===== config.mk =====
export PLATFORM = sky130hd
export DESIGN_NAME = omega_router
export DESIGN_NICKNAME = d
export VERILOG_FILES = /design/src/rtl/omega_pkg.sv /design/src/rtl/omega_switch.sv /design/src/rtl/omega_stage.sv /design/src/rtl/omega_router.sv
export SDC_FILE = /design/constraint.sdc
export NUM_CORES = 1
export LEC_CHECK = 0
export ABC_AREA = 1
export BUFFER_PORTS_ARGS = -buffer_cell sky130_fd_sc_hd__buf_2
export CAP_MARGIN = 15
export CORE_MARGIN = 4
export CORE_UTILIZATION = 60
export DETAILED_ROUTE_END_ITERATION = 6
export PLACE_DENSITY = 0.87
export SETUP_SLACK_MARGIN = 0.5
export SLEW_MARGIN = 15
export SYNTH_ARGS = -nofsm -noshare
export SYNTH_HDL_FRONTEND = slang
export SYNTH_SLANG_ARGS = --single-unit

===== constraint.sdc =====
create_clock -name clk -period 2.6 [get_ports clk]
set_input_delay 0.26 -clock clk [delete_from_list [all_inputs] [get_ports clk]]
set_output_delay 0.26 -clock clk [all_outputs]
set_load 0.02 [all_outputs]

===== src/rtl/omega_pkg.sv =====
package omega_pkg;

  // Perfect-shuffle wiring: one-bit left rotation of a link index
  function automatic int unsigned shuffle_idx(input int unsigned idx,
                                              input int unsigned bits);
    int unsigned mask;
    mask = (32'd1 << bits) - 32'd1;
    return ((idx << 1) | (idx >> (bits - 1))) & mask;
  endfunction

  // Destination bit consumed by a given column (MSB first)
  function automatic int unsigned stage_bit(input int unsigned stage,
                                            input int unsigned bits);
    return bits - 1 - stage;
  endfunction

endpackage


===== src/rtl/omega_switch.sv =====
module omega_switch #(
  parameter int AW  = 3,
  parameter int W   = 16,
  parameter int BIT = 2
) (
  input  logic          up_v,
  input  logic [AW-1:0] up_dest,
  input  logic [AW-1:0] up_src,
  input  logic [W-1:0]  up_data,
  input  logic          lo_v,
  input  logic [AW-1:0] lo_dest,
  input  logic [AW-1:0] lo_src,
  input  logic [W-1:0]  lo_data,
  output logic          o0_v,
  output logic [AW-1:0] o0_dest,
  output logic [AW-1:0] o0_src,
  output logic [W-1:0]  o0_data,
  output logic          o1_v,
  output logic [AW-1:0] o1_dest,
  output logic [AW-1:0] o1_src,
  output logic [W-1:0]  o1_data,
  output logic          lo_lost
);

  logic up_bit, lo_bit;
  assign up_bit  = up_dest[BIT];
  assign lo_bit  = lo_dest[BIT];
  // contention event: both valid and both steer the same way
  assign lo_lost = up_v & lo_v & (up_bit == lo_bit);

  always_comb begin
    o0_v = 1'b0; o0_dest = '0; o0_src = '0; o0_data = '0;
    o1_v = 1'b0; o1_dest = '0; o1_src = '0; o1_data = '0;
    if (up_v && !up_bit) begin
      o0_v = 1'b1; o0_dest = up_dest; o0_src = up_src; o0_data = up_data;
    end else if (lo_v && !lo_bit) begin
      o0_v = 1'b1; o0_dest = lo_dest; o0_src = lo_src; o0_data = lo_data;
    end
    if (up_v && up_bit) begin
      o1_v = 1'b1; o1_dest = up_dest; o1_src = up_src; o1_data = up_data;
    end else if (lo_v && lo_bit) begin
      o1_v = 1'b1; o1_dest = lo_dest; o1_src = lo_src; o1_data = lo_data;
    end
  end

endmodule


===== src/rtl/omega_stage.sv =====
module omega_stage
  import omega_pkg::*;
#(
  parameter int N     = 8,
  parameter int AW    = 3,
  parameter int W     = 16,
  parameter int STAGE = 0
) (
  input  logic                  clk,
  input  logic                  rst_n,
  input  logic [N-1:0]          i_v,
  input  logic [N-1:0][AW-1:0]  i_dest,
  input  logic [N-1:0][AW-1:0]  i_src,
  input  logic [N-1:0][W-1:0]   i_data,
  input  logic [N-1:0]          i_blk,
  output logic [N-1:0]          q_v,
  output logic [N-1:0][AW-1:0]  q_dest,
  output logic [N-1:0][AW-1:0]  q_src,
  output logic [N-1:0][W-1:0]   q_data,
  output logic [N-1:0]          q_blk
);

  localparam int BIT = int'(stage_bit(STAGE, AW));
  localparam int NSW = N / 2;

  logic [N-1:0]          s_v, w_v;
  logic [N-1:0][AW-1:0]  s_dest, s_src, w_dest, w_src;
  logic [N-1:0][W-1:0]   s_data, w_data;
  logic [N-1:0]          blk_next;
  logic [NSW-1:0]        lost;
  logic                  primed;

  // shuffle wiring ahead of the switch column
  always_comb begin
    s_v = '0; s_dest = '0; s_src = '0; s_data = '0;
    for (int i = 0; i < N; i++) begin
      s_v[shuffle_idx(i, AW)]    = i_v[i];
      s_dest[shuffle_idx(i, AW)] = i_dest[i];
      s_src[shuffle_idx(i, AW)]  = i_src[i];
      s_data[shuffle_idx(i, AW)] = i_data[i];
    end
  end

  for (genvar j = 0; j < NSW; j++) begin : g_sw
    omega_switch #(.AW(AW), .W(W), .BIT(BIT)) u_sw (
      .up_v   (s_v[2*j]),     .up_dest(s_dest[2*j]),
      .up_src (s_src[2*j]),   .up_data(s_data[2*j]),
      .lo_v   (s_v[2*j+1]),   .lo_dest(s_dest[2*j+1]),
      .lo_src (s_src[2*j+1]), .lo_data(s_data[2*j+1]),
      .o0_v   (w_v[2*j]),     .o0_dest(w_dest[2*j]),
      .o0_src (w_src[2*j]),   .o0_data(w_data[2*j]),
      .o1_v   (w_v[2*j+1]),   .o1_dest(w_dest[2*j+1]),
      .o1_src (w_src[2*j+1]), .o1_data(w_data[2*j+1]),
      .lo_lost(lost[j])
    );
  end

  // record dropped packets against their requester
  always_comb begin
    blk_next = i_blk;
    for (int j = 0; j < NSW; j++)
      if (lost[j]) blk_next[s_src[2*j+1]] = 1'b1;
  end

  always_ff @(posedge clk or negedge rst_n) begin
    if (!rst_n) begin
      q_v <= '0; q_dest <= '0; q_src <= '0; q_data <= '0; q_blk <= '0;
      primed <= 1'b0;
    end else begin
      q_v <= w_v; q_dest <= w_dest; q_src <= w_src; q_data <= w_data;
      q_blk <= blk_next;
      primed <= 1'b1;
    end
  end

  // packets are neither created nor lost in a column
  a_r5_conserve: assert property (@(posedge clk) disable iff (!rst_n || !primed)
    ($countones(q_v) + $countones(q_blk)) ==
    ($countones($past(i_v)) + $countones($past(i_blk))));

  for (genvar l = 0; l < N; l++) begin : g_chk
    // a packet on an even link had a 0 in this column's bit
    a_r3_steer: assert property (@(posedge clk) disable iff (!rst_n)
      q_v[l] |-> (q_dest[l][BIT] == l[0]));
  end

  for (genvar j = 0; j < NSW; j++) begin : g_win
    // on contention the even-link packet survives
    a_r4_upper_wins: assert property (@(posedge clk) disable iff (!rst_n)
      lost[j] |=> (q_v[2*j + int'($past(s_dest[2*j][BIT]))] &&
                   q_src[2*j + int'($past(s_dest[2*j][BIT]))] == $past(s_src[2*j])));
  end

endmodule


===== src/rtl/omega_router.sv =====
module omega_router
  import omega_pkg::*;
#(
  parameter int N_PORTS = 8,
  parameter int DATA_W  = 16
) (
  input  logic                                 clk,
  input  logic                                 rst_n,
  input  logic [N_PORTS-1:0]                   in_valid,
  input  logic [N_PORTS-1:0][$clog2(N_PORTS)-1:0] in_dest,
  input  logic [N_PORTS-1:0][DATA_W-1:0]       in_data,
  output logic [N_PORTS-1:0]                   out_valid,
  output logic [N_PORTS-1:0][DATA_W-1:0]       out_data,
  output logic [N_PORTS-1:0]                   out_blocked
);

  localparam int AW = $clog2(N_PORTS);
  localparam int NS = AW;

  logic [N_PORTS-1:0]          lv [NS+1];
  logic [N_PORTS-1:0][AW-1:0]  ld [NS+1];
  logic [N_PORTS-1:0][AW-1:0]  ls [NS+1];
  logic [N_PORTS-1:0][DATA_W-1:0] lp [NS+1];
  logic [N_PORTS-1:0]          lb [NS+1];

  assign lv[0] = in_valid;
  assign ld[0] = in_dest;
  assign lp[0] = in_data;
  assign lb[0] = '0;
  for (genvar i = 0; i < N_PORTS; i++) begin : g_src
    assign ls[0][i] = AW'(i);
  end

  for (genvar k = 0; k < NS; k++) begin : g_stage
    omega_stage #(.N(N_PORTS), .AW(AW), .W(DATA_W), .STAGE(k)) u_stage (
      .clk(clk), .rst_n(rst_n),
      .i_v(lv[k]), .i_dest(ld[k]), .i_src(ls[k]), .i_data(lp[k]), .i_blk(lb[k]),
      .q_v(lv[k+1]), .q_dest(ld[k+1]), .q_src(ls[k+1]), .q_data(lp[k+1]),
      .q_blk(lb[k+1])
    );
  end

  // final-column destination brought out for the checks
  logic [N_PORTS-1:0][AW-1:0] fin_dest;
  assign fin_dest    = ld[NS];
  assign out_valid   = lv[NS];
  assign out_data    = lp[NS];
  assign out_blocked = lb[NS];

  logic [7:0] warm;
  always_ff @(posedge clk or negedge rst_n) begin
    if (!rst_n) warm <= '0;
    else if (warm < 8'(NS)) warm <= warm + 8'd1;
  end

  // anything leaving was presented NS cycles earlier
  a_r6_latency: assert property (@(posedge clk) disable iff (!rst_n || warm < 8'(NS))
    (|out_valid) |-> (|$past(in_valid, NS)));

  for (genvar p = 0; p < N_PORTS; p++) begin : g_port
    // a delivered packet sits on the port it named
    a_r2_dest: assert property (@(posedge clk) disable iff (!rst_n)
      out_valid[p] |-> (fin_dest[p] == AW'(p)));
    // idle ports carry zero payload
    a_r7_idle_zero: assert property (@(posedge clk) disable iff (!rst_n)
      !out_valid[p] |-> (out_data[p] == '0));
    // a blocked flag only for a request that was really made
    a_r10_blk_real: assert property (@(posedge clk) disable iff (!rst_n || warm < 8'(NS))
      out_blocked[p] |-> $past(in_valid[p], NS));
  end

endmodule


==> results.json, run 1 <==
{
  "drive_gt1_share_pct": 22.0,
  "max_stage_delay_ps": 580,
  "nets": 2190,
  "reg2reg_from": "g_stage[1].u_stage.q_dest[9]$_DFF_PN0_",
  "cts_sinks": 470,
  "drt_first_pass_iters": 6,
  "synth-warning-count": 0,
  "sw_frac_of_total_pct": 25.5,
  "die_h_um": 180,
  "crit_arrival_ps": 2450,
  "dp_hpwl_mm": 38.2,
  "wl_mm": 54.8,
  "vias": 14600,
  "cts_tree": "done",
  "fin_setup_tns_ps": 0,
  "clockBufferDepth": 3,
  "grt_max_degree": 105,
  "p_clk_share_pct": 40.2,
  "start_util_pct": 61.5,
  "crit_required_ps": 3090,
  "relSlewSlack_pct": 30.9,
  "mostFrequentLayoutCells": "inv_1 (482), dfrtp_1 (470), o22ai_1 (401)",
  "grt_use_total_pct": 33.3,
  "synthCells": 1664,
  "crit_top_cell": "dlygate4sd3_1",
  "route.detailed.drc": 0,
  "hold-worst-slack_ps": 7.40,
  "grt_pass1_vias": 15000,
  "place.gp.congestion": 1.07,
  "setup.worst_path.start_class": "primary input",
  "worstPathMaxFanout": 20,
  "path_buf_inv": 4,
  "instances_no_fill": 2445,
  "avgViaCountPerCell": 5.99,
  "status": "completed",
  "area_delta_synth_final_pct": 22.3,
  "slowest_stage": "dlygate4sd3_1",
  "grt_overflow": 0,
  "hp-class": "primary input to flop",
  "rows": 62,
  "clockRootBuffer": "clkbuf_16",
  "endpoint_kind": "flop",
  "drt-initial-drc-count": 2013,
  "slew_violations": 0,
  "clk_latency_ps": 550,
  "fin_skew_ps": 24.6,
  "cp_cell_sequence": "dlygate4sd3_1 -> buf_2 -> nand2_1 -> buf_4 -> nand3_4 -> o22ai_1 -> dlygate4sd3_1",
  "ant_nets": 0,
  "tightest_slew_ps": 1030,
  "crit_type": "primary input to flop",
  "grt_pass1_wl_mm": 83.9,
  "postSynthAreaPerCell_um2": 10.7,
  "p_comb_share_pct": 10.9,
  "total_power_uw": 16200,
  "antenna_found_initial": 1,
  "p_per_area_nw_per_um2": 743,
  "pwr-share-seq_pct": 49.0,
  "fmax_mhz": 510,
  "numPlacedInstances": 2316,
  "post-route-period-util_pct": 75.5,
  "place.port_buffers": 305,
  "numCtsBuffers": 45,
  "hold_viol_final": 0,
  "die_w_um": 180,
  "power_switching_uw": 4120,
  "path_delay_family": "buffers and inverters",
  "ys_seq_area_share_pct": 66.1,
  "finalCriticalPeriod_ps": 1960,
  "finalSetupViolCount": 0,
  "final_common_cell": "inv_1",
  "htree_levels": 2,
  "path_clk_slew_ps": 60,
  "intPower_uw": 12000,
  "hold_start": "in_data[112]",
  "die_area_um2": 32500,
  "synth_area_um2": 17800,
  "netlist-cell-type-count": 23,
  "io_pins": 306,
  "ir_drop_v": 0.000571,
  "diodes": 0,
  "grt_setup_unrepaired": "false",
  "core_area_um2": 28900,
  "critical_path.startpoint": "in_dest[8]",
  "maxCapViolations": 0,
  "synth-seq-cells": 470,
  "leakage_uw": 0.0113,
  "wl_per_cell_um": 22.4
}
power groups by stage:
stage	clock network, µW	registers [µW]	logic, µW
after floorplan	0	8060	824
after global placement	0	8020	1560
after detailed placement	0	8030	1620
after CTS	6510	7910	1710
after global routing	6850	7940	1890
final	6490	7920	1760
through the flow:
| stage | worst slack (ps) | cell area, µm² | util (%) |
|---|---|---|---|
| finish | 638 | 21800 | 75.2 |
| global route | 568 | 21800 | 75.2 |
| CTS | 547 | 21700 | 75.1 |
| detailed placement | 650 | 19700 | 68.2 |
| global placement | 893 | 19700 | 68.2 |
| floorplan | 1500 | 17800 | - |
worst min-delay path: cells and delay by family:
| kind | cells | cell delay (ps) |
|---|---|---|
| buffers and inverters | 2 | 120 |
| AO/OA/AOI/OAI | 1 | 120 |
state kept, by name (all words and copies together), names as in the netlist:
signal,cells
g_stage.u_stage.q_blk,20
g_stage.u_stage.q_data,384
g_stage.u_stage.q_dest,24
g_stage.u_stage.q_src,23
g_stage.u_stage.q_v,19
synth_stat cells, drive strengths merged:
library cell / number / area (µm²)
a21oi: 10 / 61.3
buf: 50 / 298
clkbuf: 16 / 60.1
conb: 1 / 3.75
dfrtp: 470 / 11800
inv: 484 / 1820
nand2: 97 / 409
nand3: 39 / 310
nand3b: 4 / 30.0
nand4: 19 / 119
nor2: 46 / 173
o211ai: 4 / 30.0
o21ai: 11 / 55.1
o22ai: 413 / 2660
layer usage:
layer / GRT usage [%] / wire length, µm
met5: 0 / 13
met4: 15.9 / 3100
met3: 8.13 / 6120
met2: 53.3 / 26000
met1: 43.3 / 19600
cells by family (layout without fill, tap and decap cells):
group,count (synthesis),after routing,share of synthesized area (%)
AND/OR/NAND/NOR,205,205,5.85
AO/OA/AOI/OAI,438,438,15.8
flip-flops,470,470,66.1
other,1,2,0.0211
buffers and inverters,550,946,12.2
path summary, 6_finish.rpt:
| path | cells past startpoint | slack (ps) | end |
|---|---|---|---|
| setup reg to reg | 3 | 660 | g_stage[2].u_stage.q_data[114]$_DFF_PN0_ |
| min in group asynchronous | 2 | 390 | g_stage[2].u_stage.q_data[12]$_DFF_PN0_ |
| max in group asynchronous | 3 | 1390 | g_stage[1].u_stage.q_v[3]$_DFF_PN0_ |
| hold reg to reg | 0 | 350 | g_stage[1].u_stage.q_blk[4]$_DFF_PN0_ |
| hold / removal | 3 | 7 | g_stage[0].u_stage.q_data[112]$_DFF_PN0_ |
| setup / recovery | 7 | 640 | g_stage[0].u_stage.q_data[85]$_DFF_PN0_ |
what timing repair did:
item                                    4_1_cts  5_1_grt
resized for setup                             0        5
endpoints found under the hold margin       125        0
endpoints found under the setup margin        0       19
buffers inserted                              0        0
hold buffers                                 49        0
layout make-up:
| cell class | count | area, µm² |
|---|---|---|
| clock buffer | 66 | 1350 |
| sequential | 470 | 11800 |
| tap | 384 | 480 |
| inverter | 484 | 1820 |
| timing repair buffer | 382 | 2320 |
| fill | 1795 | 7180 |
| clock inverter | 14 | 139 |
| multi-input combinational | 645 | 3890 |
Power figures use the tool's default switching activity.
==> inputs of run 2 (changes only) <==
Settings changed: ABC_AREA 1 to 0, CORE_UTILIZATION 60 to 56, PLACE_DENSITY 0.87 to 0.82.
Clock period 2.6 ns to 2.06 ns, I/O delays scaled along.
==> run 2 against run 1 <==
Cell count shrank 14%; sequential power increased by 28%; utilization fell by 0.73 points; sequential cell count stayed put; sequential share of layout area decreased by 2.8 points; area after synthesis fell by 1.1%; combinational power up 36%; global-route usage increased by 0.63 points; non-clock buffer count is 160 higher; worst setup slack worse by 88 ps.
==> results.json, run 2 <==
{
  "status": "completed",
  "finalCriticalPeriod_ps": 1510,
  "htree_levels": 2,
  "crit_type": "flop to flop",
  "cp_cell_sequence": "nor2b_2 -> buf_4 -> a22o_1",
  "p_per_area_nw_per_um2": 923,
  "synthCells": 1145,
  "grt_pass1_wl_mm": 86.4,
  "mostFrequentLayoutCells": "dfrtp_1 (470), a22o_1 (408), buf_2 (304)",
  "path_clk_slew_ps": 60,
  "fin_skew_ps": 14.8,
  "path_buf_inv": 1,
  "drt-initial-drc-count": 1338,
  "fmax_mhz": 662,
  "vias": 13400,
  "ir_drop_v": 0.000609,
  "relSlewSlack_pct": 55.3,
  "die_h_um": 185,
  "yosysMostFrequentCell": "dfrtp_1",
  "hp-class": "primary input to flop",
  "cts_tree": "done",
  "place.gp.congestion": 0.929,
  "area_delta_synth_final_pct": 30.5,
  "numCtsBuffers": 46,
  "synth_commonest_cells": "dfrtp_1 (470), a22o_1 (408), nand2b_1 (36), buf_6 (33), nand3_1 (22)",
  "clk_latency_ps": 540,
  "nets": 1824,
  "grt_use_total_pct": 33.9,
  "maxCapViolations": 0,
  "top_register": "g_stage.u_stage.q_data",
  "netlist-cell-type-count": 37,
  "postSynthAreaPerCell_um2": 15.4,
  "reg_top3": "g_stage.u_stage.q_data: 384 flops, g_stage.u_stage.q_dest: 24 flops, g_stage.u_stage.q_src: 23 flops",
  "place.port_buffers": 305,
  "grt_setup_unrepaired": "false",
  "slowest_stage": "nor2b_2",
  "endpoint_kind": "flop",
  "hold_viol_final": 0,
  "total_power_uw": 21200,
  "wl_per_cell_um": 28.0,
  "yosys-top-cells-area": "dfrtp_1 (67%), a22o_1 (20%), buf_6 (2.1%), nor2_8 (1.8%), nand2b_1 (1.3%)",
  "finalSetupViolCount": 0,
  "drive_gt1_share_pct": 27.5,
  "dp_hpwl_mm": 37.6,
  "grt_max_degree": 78,
  "async_flop_share_pct": 100,
  "antenna_found_initial": 2,
  "rows": 64,
  "leakage_uw": 0.0117,
  "wl_mm": 58.5,
  "avgViaCountPerCell": 6.42,
  "synth_area_um2": 17600,
  "post-route-period-util_pct": 73.3,
  "final_common_cell": "dfrtp_1",
  "n_fill_cell": 1771,
  "clockBufferDepth": 3,
  "die_area_um2": 34300,
  "grt_pass1_vias": 14200,
  "multi_input_comb_area_um2": 5150,
  "hold-worst-slack_ps": 16.6,
  "largest_reg_flops": 384,
  "ant_nets": 0,
  "path_delay_family": "simple AND/OR/NAND/NOR gates",
  "synth_edf_count": 0,
  "synth-seq-cells": 470,
  "route.detailed.drc": 0,
  "max_stage_delay_ps": 520,
  "drt_first_pass_iters": 6,
  "worst_slack_ps": 550,
  "ys_seq_area_share_pct": 66.8,
  "slew_violations": 0,
  "synth_top_area_share_pct": 66.8,
  "start_util_pct": 57.1,
  "core_area_um2": 30800,
  "crit_required_ps": 2520,
  "cts_sinks": 470,
  "clockRootBuffer": "clkbuf_16",
  "preCtsSetupSlack_ps": 263,
  "tightest_slew_ps": 665,
  "grt_overflow": 0,
  "synth_ff_type": "dfrtp_1",
  "synth-warning-count": 0,
  "setup.worst_path.start_class": "flop",
  "crit_arrival_ps": 1970,
  "die_w_um": 185,
  "io_pins": 306,
  "seq_area_um2": 11800,
  "yosysTopAreaCell": "dfrtp_1",
  "fin_setup_tns_ps": 0,
  "worstPathMaxFanout": 11
}
[run 2: cell type report]
class / count / share of cell area (%)
clock buffer: 69 / 6.19
multi-input combinational: 600 / 22.4
clock inverter: 12 / 0.709
tap: 396 / 2.16
timing repair buffer: 542 / 17.2
antenna: 2 / 0.0218
inverter: 2 / 0.0327
sequential: 470 / 51.2
[run 2: metrics by stage]
step	cell area, µm²	std cells	util (%)
2_1_floorplan	17600	1146	-
3_3_place_gp	19200	1799	62.4
3_5_place_dp	19200	1799	62.4
4_1_cts	22900	2090	74.4
5_1_grt	23000	2093	74.5
6_report	23000	2093	74.5
[run 2: final timing paths]
path | start | to | slack (ps) | cells past startpoint
worst max-delay path | g_stage[0].u_stage.q_v[1]$_DFF_PN0_ | g_stage[1].u_stage.q_dest[6]$_DFF_PN0_ | 550 | 3
worst min-delay path | in_data[122] | g_stage[0].u_stage.q_data[106]$_DFF_PN0_ | 20 | 2
worst max register to register | g_stage[0].u_stage.q_v[1]$_DFF_PN0_ | g_stage[1].u_stage.q_dest[6]$_DFF_PN0_ | 550 | 3
worst min register to register | g_stage[0].u_stage.q_blk[4]$_DFF_PN0_ | g_stage[1].u_stage.q_blk[4]$_DFF_PN0_ | 360 | 0
max in group asynchronous | rst_n | g_stage[0].u_stage.q_data[68]$_DFF_PN0_ | 1010 | 3
min in group asynchronous | rst_n | g_stage[2].u_stage.q_data[77]$_DFF_PN0_ | 240 | 2
[run 2: cells by family (layout without fill, tap and decap cells)]
| kind of cell | Yosys count | in the layout | synth area share (%) |
|---|---|---|---|
| AND/OR/NAND/NOR | 160 | 160 | 7.29 |
| other | 1 | 4 | 0.0213 |
| AO/OA/AOI/OAI | 426 | 426 | 21.1 |
| flip-flops | 470 | 470 | 66.8 |
| XOR/XNOR | 12 | 12 | 0.725 |
| buffers and inverters | 76 | 625 | 4.00 |
[run 2: power breakdown]
group | leakage (µW) | total, µW | internal, µW | switching [µW]
Combinational | 0.00463 | 2390 | 1000 | 1380
Clock | 0.000784 | 8700 | 5250 | 3450
Sequential | 0.00631 | 10100 | 9720 | 384
Total | 0.0117 | 21200 | 16000 | 5220
[run 2: per-layer routing]
metal  global-route usage [%]  wire length, µm  vias up
met5                        0                0        -
met4                     14.6             3150        0
met3                     6.36             5480      211
met2                     58.3            29100     1014
met1                     42.3            20800     6805
li1                         -                -     5400
[run 2: what timing repair did]
| item | in CTS | in global routing |
|---|---|---|
| gates resized for setup | 3 | 1 |
| pin swaps | 0 | 1 |
| endpoints found under the hold margin | 204 | 0 |
| endpoints found under the setup margin | 49 | 25 |
| hold buffers | 210 | 0 |
| setup buffers | 0 | 1 |
==> inputs of run 3 (changes only) <==
Clock period 2.06 ns to 1.4 ns, I/O delays scaled along.
==> run 3 against run 2 <==
The run now ends with negative hold slack left; sequential power is 49% higher; largest cell class unchanged; utilization grew 11 points; non-clock buffer count increased by 102; global-route usage increased by 2.1 points; worst setup slack worse by 470 ps; register-to-register slack worse by 470 ps.
==> results.json, run 3 (same netlist as run 2, synthesis figures left out) <==
{
  "status": "finished with violations",
  "violations": "negative hold slack",
  "io_pins": 306,
  "reg_top3": "g_stage.u_stage.q_data: 384 flops, g_stage.u_stage.q_dest: 24 flops, g_stage.u_stage.q_src: 23 flops",
  "relSlewSlack_pct": 63.7,
  "n_fill_cell": 1306,
  "p_per_area_nw_per_um2": 1270,
  "die_area_um2": 34300,
  "route.detailed.drc": 0,
  "mostFrequentLayoutCells": "dfrtp_1 (455), a22o_1 (399), buf_6 (194)",
  "grt_max_degree": 77,
  "wl_per_cell_um": 31.3,
  "finalSetupViolCount": 0,
  "rows": 64,
  "endpoint_kind": "flop",
  "clk_latency_ps": 560,
  "place.gp.congestion": 0.934,
  "core_area_um2": 30800,
  "crit_required_ps": 1830,
  "fmax_mhz": 760,
  "utilization_pct": 85.2,
  "cts_sinks": 470,
  "top_register": "g_stage.u_stage.q_data",
  "drt_first_pass_iters": 5,
  "fin_area_um2": 26300,
  "crit_arrival_ps": 1750,
  "numPlacedInstances": 1827,
  "hp-class": "primary input to async pin",
  "clockBufferDepth": 3,
  "grt_overflow": 0,
  "r2r_setup_slack_ps": 80,
  "worstPathMaxFanout": 7,
  "start_util_pct": 57.1,
  "setup.worst_path.start_class": "flop",
  "largest_reg_flops": 384,
  "p_comb_share_pct": 14.9,
  "grt_use_total_pct": 36.0,
  "avgViaCountPerCell": 6.61,
  "drive_gt1_share_pct": 39.1,
  "wl_mm": 69.1,
  "slew_violations": 0,
  "diodes": 0,
  "place.port_buffers": 305,
  "place_area_um2": 19700,
  "area_delta_synth_final_pct": 49.4,
  "path_clk_slew_ps": 70,
  "final_common_cell": "dfrtp_1",
  "cts_tree": "done",
  "grt_pass1_wl_mm": 90.8,
  "fin_skew_ps": 15.8,
  "nets": 1940,
  "ir_drop_v": 0.000945,
  "grt_pass1_vias": 14800,
  "slowest_stage": "dfrtp_1",
  "die_w_um": 185,
  "vias": 14600,
  "max_stage_delay_ps": 410,
  "power_switching_uw": 8560,
  "ant_nets": 0,
  "crit_type": "flop to flop",
  "p_clk_share_pct": 40.1,
  "maxCapViolations": 0,
  "instances_no_fill": 2209,
  "sw_frac_of_total_pct": 25.7,
  "intPower_uw": 24800,
  "tightest_slew_ps": 545,
  "hold-worst-slack_ps": -548,
  "post-route-period-util_pct": 94.0,
  "leakage_uw": 0.0129,
  "die_h_um": 185,
  "htree_levels": 2,
  "path_buf_inv": 1,
  "hold_viol_final": 380,
  "finalCriticalPeriod_ps": 1320,
  "antenna_found_initial": 1,
  "grt_setup_unrepaired": "true",
  "numCtsBuffers": 46,
  "pwr-share-seq_pct": 44.9,
  "drt-initial-drc-count": 1701,
  "total_power_uw": 33400,
  "cp_cell_sequence": "nor2b_4 -> nor2_8 -> buf_12 -> a22o_4",
  "dp_hpwl_mm": 37.4,
  "clockRootBuffer": "clkbuf_16",
  "path_delay_family": "flip-flops"
}
==> run 3: cell type report <==
| type | instances | area [µm²] | share of cell area (%) |
|---|---|---|---|
| inverter | 2 | 7.51 | 0.0286 |
| clock buffer | 67 | 1400 | 5.34 |
| tap | 396 | 495 | 1.89 |
| multi-input combinational | 614 | 5910 | 22.5 |
| timing repair buffer | 644 | 6440 | 24.5 |
| clock inverter | 16 | 241 | 0.919 |
| sequential | 470 | 11800 | 44.8 |
==> run 3: path summary, 6_finish.rpt <==
| kind | cells after the start | from | end |
|---|---|---|---|
| worst max-delay path | 4 | g_stage[0].u_stage.q_v[0]$_DFF_PN0_ | g_stage[1].u_stage.q_data[3]$_DFF_PN0_ |
| worst min-delay path | 1 | rst_n | g_stage[1].u_stage.q_data[9]$_DFF_PN0_ |
| worst max register to register | 4 | g_stage[0].u_stage.q_v[0]$_DFF_PN0_ | g_stage[1].u_stage.q_data[3]$_DFF_PN0_ |
| worst min register to register | 0 | g_stage[0].u_stage.q_blk[5]$_DFF_PN0_ | g_stage[1].u_stage.q_blk[5]$_DFF_PN0_ |
| max in group asynchronous | 4 | rst_n | g_stage[1].u_stage.q_v[5]$_DFF_PN0_ |
| min in group clk | 3 | in_dest[23] | g_stage[0].u_stage.q_src[22]$_DFF_PN0_ |
==> run 3: stage by stage <==
step                setup slack, ps  setup TNS (ps)
floorplan                       253               0
global route                   58.7               0
detailed placement             -311          -16200
finish                         84.4               0
global placement               -237          -11400
CTS                             125               0
==> run 3: what timing repair did <==
action	4_1_cts	5_1_grt
hold endpoints to repair	625	358
hold buffers	164	8
resized for setup	260	210
pin swaps	70	90
buffers inserted	67	39
cloned	22	6
endpoints found under the setup margin	448	609
==> run 3: power by group through the flow <==
stage	clock network, µW	registers [µW]	logic [µW]
after detailed placement	0	15100	3010
after global placement	0	15000	2930
after floorplan	0	15100	1600
final	13400	15000	4980
after CTS	13200	14900	4220
after global routing	14000	15000	5150
==> run 3: metal layers <==
metal / track usage [%] / routed length (µm) / vias to the layer above
li1: - / - / 5662
met1: 46.8 / 23900 / 7374
met2: 60.4 / 33600 / 1290
met3: 7.15 / 7590 / 278
met4: 14.0 / 4120 / 0
met5: 0 / 0 / -
==> run 3: worst register-to-register path: stages, from the launching register on <==
cell,delay (ps)
dfrtp_1,410
nor2b_4,320
nor2_8,80
buf_12,150
a22o_4,230
